**src/rtl/pm_pkg.sv**
```systemverilog
package pm_pkg;
  localparam int PM_BYTE_W = 8;
  localparam int PM_HDR_BYTES = 3;

  typedef enum logic [2:0] {
    ST_IDLE,
    ST_CHECK,
    ST_ISSUE,
    ST_CAPTURE,
    ST_DECODE,
    ST_OFFER,
    ST_WAIT
  } pm_state_t;
endpackage

```
**src/rtl/pm_byte_reader.sv**
```systemverilog
module pm_byte_reader #(
  parameter int ADDR_W = 10
) (
  input  logic              clk,
  input  logic              rst_n,
  input  logic              req,
  input  logic [ADDR_W-1:0] addr,
  output logic              mem_rd,
  output logic [ADDR_W-1:0] mem_addr,
  input  logic [7:0]        mem_data,
  output logic              rvalid,
  output logic [7:0]        rdata
);
  assign mem_rd   = req;
  assign mem_addr = addr;
  assign rdata    = mem_data;

  always_ff @(posedge clk or negedge rst_n) begin
    if (!rst_n) rvalid <= 1'b0;
    else        rvalid <= req;
  end
endmodule

```
**src/rtl/pm_type_gate.sv**
```systemverilog
module pm_type_gate (
  input  logic [7:0] dtype,
  output logic       supported
);
  always_comb begin
    unique case (dtype)
      8'h03, 8'h13, 8'h23, 8'h29,
      8'h05, 8'h15, 8'h39: supported = 1'b1;
      default:             supported = 1'b0;
    endcase
  end
endmodule

```
**src/rtl/pm_ms_timer.sv**
```systemverilog
module pm_ms_timer #(
  parameter int CNT_W = 8
) (
  input  logic             clk,
  input  logic             rst_n,
  input  logic             load,
  input  logic [CNT_W-1:0] load_val,
  input  logic             tick,
  output logic             busy
);
  logic [CNT_W-1:0] cnt_q;

  always_ff @(posedge clk or negedge rst_n) begin
    if (!rst_n)                  cnt_q <= '0;
    else if (load)               cnt_q <= load_val;
    else if (tick && cnt_q != 0) cnt_q <= cnt_q - 1'b1;
  end

  assign busy = (cnt_q != '0);
endmodule

```
**src/rtl/panel_cmd_player.sv**
```systemverilog
module panel_cmd_player
  import pm_pkg::*;
#(
  parameter int ADDR_W = 10
) (
  input  logic              clk,
  input  logic              rst_n,
  input  logic              start,
  input  logic              pkt_mode,
  input  logic [ADDR_W:0]   stream_len,
  input  logic              ms_tick,
  output logic              mem_rd,
  output logic [ADDR_W-1:0] mem_addr,
  input  logic [7:0]        mem_data,
  output logic              cmd_valid,
  input  logic              cmd_ready,
  output logic [7:0]        cmd_type,
  output logic [15:0]       cmd_value,
  output logic [7:0]        cmd_plen,
  output logic              done,
  output logic              error
);
  localparam int POS_W = ADDR_W + 10;

  pm_state_t          st_q;
  logic [POS_W-1:0]   pos_q;
  logic [ADDR_W:0]    len_q;
  logic               mode_q;
  logic [2:0]         idx_q;
  logic [PM_BYTE_W-1:0] typ_q, dly_q, plen_q, p0_q, p1_q;
  logic               valid_q, done_q, error_q;
  logic [7:0]         otype_q, oplen_q;
  logic [15:0]        ovalue_q;

  logic               rd_req, rd_valid;
  logic [ADDR_W-1:0]  rd_addr;
  logic [7:0]         rd_data;
  logic               type_ok, dly_busy, dly_load;
  logic               more;
  logic [POS_W-1:0]   step;

  assign rd_req  = (st_q == ST_ISSUE);
  assign rd_addr = pos_q[ADDR_W-1:0] + ADDR_W'(idx_q);
  assign more    = (POS_W'(len_q) >= pos_q + POS_W'(PM_HDR_BYTES + 1));
  assign step    = POS_W'(plen_q) + POS_W'(PM_HDR_BYTES);
  assign dly_load = (st_q == ST_OFFER) && cmd_ready && (dly_q != '0);

  pm_byte_reader #(.ADDR_W(ADDR_W)) u_reader (
    .clk      (clk),
    .rst_n    (rst_n),
    .req      (rd_req),
    .addr     (rd_addr),
    .mem_rd   (mem_rd),
    .mem_addr (mem_addr),
    .mem_data (mem_data),
    .rvalid   (rd_valid),
    .rdata    (rd_data)
  );

  pm_type_gate u_gate (
    .dtype     (typ_q),
    .supported (type_ok)
  );

  pm_ms_timer #(.CNT_W(PM_BYTE_W)) u_timer (
    .clk      (clk),
    .rst_n    (rst_n),
    .load     (dly_load),
    .load_val (dly_q),
    .tick     (ms_tick),
    .busy     (dly_busy)
  );

  always_ff @(posedge clk or negedge rst_n) begin
    if (!rst_n) begin
      st_q     <= ST_IDLE;
      pos_q    <= '0;
      len_q    <= '0;
      mode_q   <= 1'b0;
      idx_q    <= '0;
      typ_q    <= '0;
      dly_q    <= '0;
      plen_q   <= '0;
      p0_q     <= '0;
      p1_q     <= '0;
      valid_q  <= 1'b0;
      done_q   <= 1'b0;
      error_q  <= 1'b0;
      otype_q  <= '0;
      oplen_q  <= '0;
      ovalue_q <= '0;
    end else begin
      done_q  <= 1'b0;
      error_q <= 1'b0;
      unique case (st_q)
        ST_IDLE: begin
          if (start) begin
            len_q  <= stream_len;
            mode_q <= pkt_mode;
            pos_q  <= '0;
            st_q   <= ST_CHECK;
          end
        end
        ST_CHECK: begin
          if (more) begin
            idx_q <= '0;
            st_q  <= ST_ISSUE;
          end else begin
            done_q <= 1'b1;
            st_q   <= ST_IDLE;
          end
        end
        ST_ISSUE: st_q <= ST_CAPTURE;
        ST_CAPTURE: begin
          if (rd_valid) begin
            st_q  <= ST_ISSUE;
            idx_q <= idx_q + 3'd1;
            unique case (idx_q)
              3'd0: typ_q <= rd_data;
              3'd1: dly_q <= rd_data;
              3'd2: begin
                plen_q <= rd_data;
                if (rd_data == '0) st_q <= ST_DECODE;
              end
              3'd3: begin
                p0_q <= rd_data;
                if (plen_q < 8'd2) st_q <= ST_DECODE;
              end
              default: begin
                p1_q <= rd_data;
                st_q <= ST_DECODE;
              end
            endcase
          end
        end
        ST_DECODE: begin
          if (mode_q && !type_ok) begin
            error_q <= 1'b1;
            st_q    <= ST_IDLE;
          end else begin
            otype_q <= typ_q;
            oplen_q <= plen_q;
            if (plen_q == 8'd2)      ovalue_q <= {p0_q, p1_q};
            else if (plen_q == 8'd0) ovalue_q <= 16'h0000;
            else                     ovalue_q <= {8'h00, p0_q};
            valid_q <= 1'b1;
            st_q    <= ST_OFFER;
          end
        end
        ST_OFFER: begin
          if (cmd_ready) begin
            valid_q <= 1'b0;
            pos_q   <= pos_q + step;
            st_q    <= (dly_q != '0) ? ST_WAIT : ST_CHECK;
          end
        end
        ST_WAIT: begin
          if (!dly_busy) st_q <= ST_CHECK;
        end
        default: st_q <= ST_IDLE;
      endcase
    end
  end

  assign cmd_valid = valid_q;
  assign cmd_type  = otype_q;
  assign cmd_value = ovalue_q;
  assign cmd_plen  = oplen_q;
  assign done      = done_q;
  assign error     = error_q;
endmodule

```
**config.mk**
```make
export PLATFORM = sky130hd
export DESIGN_NAME = panel_cmd_player
export DESIGN_NICKNAME = d
export VERILOG_FILES = /design/src/rtl/pm_pkg.sv /design/src/rtl/pm_byte_reader.sv /design/src/rtl/pm_type_gate.sv /design/src/rtl/pm_ms_timer.sv /design/src/rtl/panel_cmd_player.sv
export SDC_FILE = /design/constraint.sdc
export NUM_CORES = 1
export LEC_CHECK = 0
export CORE_MARGIN = 5
export CORE_UTILIZATION = 62
export DETAILED_ROUTE_END_ITERATION = 8
export GPL_TIMING_DRIVEN = 0
export HOLD_SLACK_MARGIN = 0.05
export PLACE_DENSITY = 0.83
export SLEW_MARGIN = 20
export SYNTH_ARGS = -nofsm -noshare
export SYNTH_HDL_FRONTEND = slang
export SYNTH_HIERARCHICAL = 1
export SYNTH_SLANG_ARGS = --single-unit
export TNS_END_PERCENT = 5
```
**constraint.sdc**
```tcl
create_clock -name clk -period 5.7 [get_ports clk]
set_input_delay 1.71 -clock clk [delete_from_list [all_inputs] [get_ports clk]]
set_output_delay 1.71 -clock clk [all_outputs]
set_load 0.1 [all_outputs]
```
==> results.json <==
{
  "finalMaxSlewViolations": 0,
  "grt.overflow.total": 0,
  "die_area_um2": 13400,
  "critPathTopFamily": "buffers and inverters",
  "routed-via-count": 5454,
  "startpoint_type": "register",
  "syn_inst": 678,
  "ant_nets": 0,
  "drtIter0Drc": 362,
  "cp_data_required_time_ns": 3.99,
  "path_cells": "ha_1 -> inv_1 -> fa_1 -> nor2b_1 -> o2111ai_1 -> nor2_1 -> xor2_1 -> buf_4 -> clkdlybuf4s50_1",
  "worst_pin_slew_ns": 1.01,
  "cts_resized": 0,
  "ioPinCount": 71,
  "p_leak_nw": 3.80,
  "coreArea_um2": 10900,
  "hold_violations": 0,
  "netlist_top_cells_area": "dfrtp_1 (44%), mux2_2 (8.5%), ha_1 (6.9%)",
  "hold_start": "cmd_value[3]",
  "p_clk_share_pct": 22.2,
  "critPathMaxStageDelay_ns": 1.11,
  "route.detailed.drc": 0,
  "cp_max_fo": 5,
  "synth.most_common_cell": "dfrtp_1",
  "clkLatencyLatePin_ns": 0.54,
  "hold_path.class": "reg2reg",
  "gp_congestion": 0.895,
  "slew_headroom_pct": 32.5,
  "clock_skew_ns": 0.00973,
  "ys_seq_area_share_pct": 44.2,
  "drive_above_1_share_pct": 17.6,
  "rsz0062_at_grt": "no",
  "ctsHtreeMaxLevel": 4,
  "portBuffers": 61,
  "cts_buffer_depth": 2,
  "power.internal_mw": 2.48,
  "die_h_um": 116,
  "pre_cts_ws_ns": 0.940,
  "grt_pass1_vias": 5735,
  "layout_worst_path_cycle_share_pct": 92.8,
  "setup_slack_ns": 0.410,
  "grt_util_met2_pct": 45.8,
  "cts_num_sinks": 122,
  "seq_power_share_pct": 30.8,
  "synth_edf_count": 0,
  "max_cap_viol_count": 0,
  "cts_tree": "done",
  "cp_slowest_cell": "clkdlybuf4s50_1",
  "nFillCells": 749,
  "grtUsageTotal_pct": 26.6,
  "dr.pass1.iters": 5,
  "r2r_start": "plen_q[1]",
  "synth_top_area_share_pct": 44.2,
  "yosysWarnings": 6,
  "crit_type": "reg2out",
  "fin_hold_ws_ns": 0.476,
  "use_met1_pct": 31.7,
  "max_freq_ghz": 0.189,
  "yosysTopAreaCell": "dfrtp_1",
  "post_cts_buffers": 0,
  "status": "completed",
  "synth_nets": 743,
  "clkTransAtPathRegs_ns": 0.06,
  "startpoint": "idx_q[0]",
  "setup_viol_count_final": 0,
  "syn_area_um2": 6910,
  "ys_ff_latch": 122,
  "ys_async_sr_fraction_pct": 100,
  "vias_per_cell": 5.98,
  "power_density_nw_per_um2": 551,
  "finalSetupTns_ns": 0,
  "synth_commonest_cells": "dfrtp_1 (122), nand2_1 (84), mux2_2 (52), ha_1 (38), o21ai_0 (38)",
  "synth_area_per_cell_um2": 10.2,
  "cp.arrival_ns": 3.58,
  "synthToLayoutAreaGrowth_pct": 19.9,
  "fin_crit_ns": 5.29,
  "synthFlopType": "dfrtp_1",
  "routed_wl_um": 16600,
  "nNetsFinal": 824,
  "root_buffer": "clkbuf_8",
  "cts_buffers": 17,
  "antenna_found_initial": 0,
  "rows": 38,
  "path_buf_inv": 3,
  "p_sw_share_pct": 45.6,
  "holdBufCountCts": 0,
  "worst_setup_path_end_kind": "output pin",
  "ys_types": 69,
  "pwr-share-comb_pct": 47.0,
  "routedWlPerCell_um": 18.2,
  "antenna_cells": 0,
  "max-vdd-ir-drop_uv": 506,
  "floorplan.initialDensity_pct": 63.5,
  "fp.dieW_um": 116,
  "busiest_layer": "met2",
  "grt_max_degree": 86,
  "dpl.hpwl_um": 11700,
  "switchingPower_mw": 2.08,
  "met3_usage_pct": 7.52,
  "grt_pass1_wl_um": 27800
}
## area by class of cell
class                      instances  area, um2  share of cell area [%]
multi-input combinational        478       3430                    41.4
timing repair buffer              62        639                    7.72
tap                              140        175                    2.11
buffer                            53        333                    4.02
clock inverter                    12        115                    1.39
inverter                          25       93.8                    1.13
clock buffer                      20        445                    5.38
sequential                       122       3050                    36.8
## power groups by stage
stage | clock [mW] | combinational [mW] | sequential, mW
floorplan | 0 | 1.07 | 1.92
finish | 1.01 | 2.15 | 1.41
detailed placement | 0 | 2.12 | 1.41
global placement | 0 | 2.06 | 1.39
global route | 1.07 | 2.30 | 1.45
CTS | 1.02 | 2.15 | 1.40
## final timing paths
path                            slack (ns)  depth (start not counted)            to
min in group asynchronous             1.08                          1      len_q[2]
worst max-delay path                  0.41                          9   mem_addr[8]
worst min-delay path                  0.48                          2  cmd_value[3]
worst min register to register        0.48                          2  cmd_value[3]
max in group asynchronous             3.88                          2      dly_q[6]
worst max register to register        2.30                         11     pos_q[14]
## tightest hold or removal path, delay by kind of cell, from the launching register on
family	cells	cell delay, ns
AND/OR/NAND/NOR	1	0.04
flip-flops	1	0.34
AO/OA/AOI/OAI	1	0.06
## layer usage
| layer | part of all wire, % | vias to the layer above |
|---|---|---|
| met1 | 42 | 2655 |
| met2 | 51 | 180 |
| met4 | 2.0 | 0 |
| li1 | - | 2584 |
| met5 | 0 | - |
| met3 | 5.5 | 35 |
## cell usage in the layout, fill, tap and decap left out, types with 10 or more instances in the layout
master           synthesis  layout
nor2_1                  29      29
clkdlybuf4s50_1          0      60
inv_1                   25      25
nand3_1                 19      19
nand2_1                 84      84
nor3_1                  13      13
and3_1                  15      15
a21oi_1                 29      29
dfrtp_1                122     122
xnor2_1                 13      13
xor2_1                  12      12
clkbuf_1                16      17
mux2_2                  52      52
buf_4                   23      23
clkbuf_16                0      16
nand4_1                 10      10
o21ai_0                 38      38
ha_1                    38      38
## logic make-up (layout without fill, tap and decap cells)
| logic type | count (synthesis) | count (layout) | share of synthesized area (%) |
|---|---|---|---|
| adders and majority gates | 40 | 40 | 7.46 |
| xor gates and xnor gates | 25 | 25 | 3.17 |
| DFF | 122 | 122 | 44.2 |
| buffers and inverters | 78 | 172 | 6.17 |
| and+or+nand+nor | 225 | 225 | 17.2 |
| muxes | 56 | 56 | 9.05 |
| AOI/OAI and AO/OA | 132 | 132 | 12.8 |
## per-stage QoR
stage | cells | power (mW) | util, % | instance area (um2)
finish | 912 | 4.56 | 76.1 | 8290
global placement | 879 | 3.45 | 70.7 | 7700
detailed placement | 880 | 3.53 | 71.0 | 7730
global route | 912 | 4.82 | 76.1 | 8290
CTS | 912 | 4.58 | 76.1 | 8290
floorplan | 678 | 2.99 | - | 6910
## flip-flops by register name, indices dropped and copies added, names as in the netlist
register and count:
pos_q 20, cmd_value 16, len_q 11, cmd_plen 8, cmd_type 8, dly_q 8, p0_q 8, p1_q 8
plen_q 8, typ_q 8, u_timer/cnt_q 8, idx_q 3, st_q 3, cmd_valid 1, done 1, error 1
mode_q 1, u_reader/rvalid 1
(Power assumes the default switching activity.)
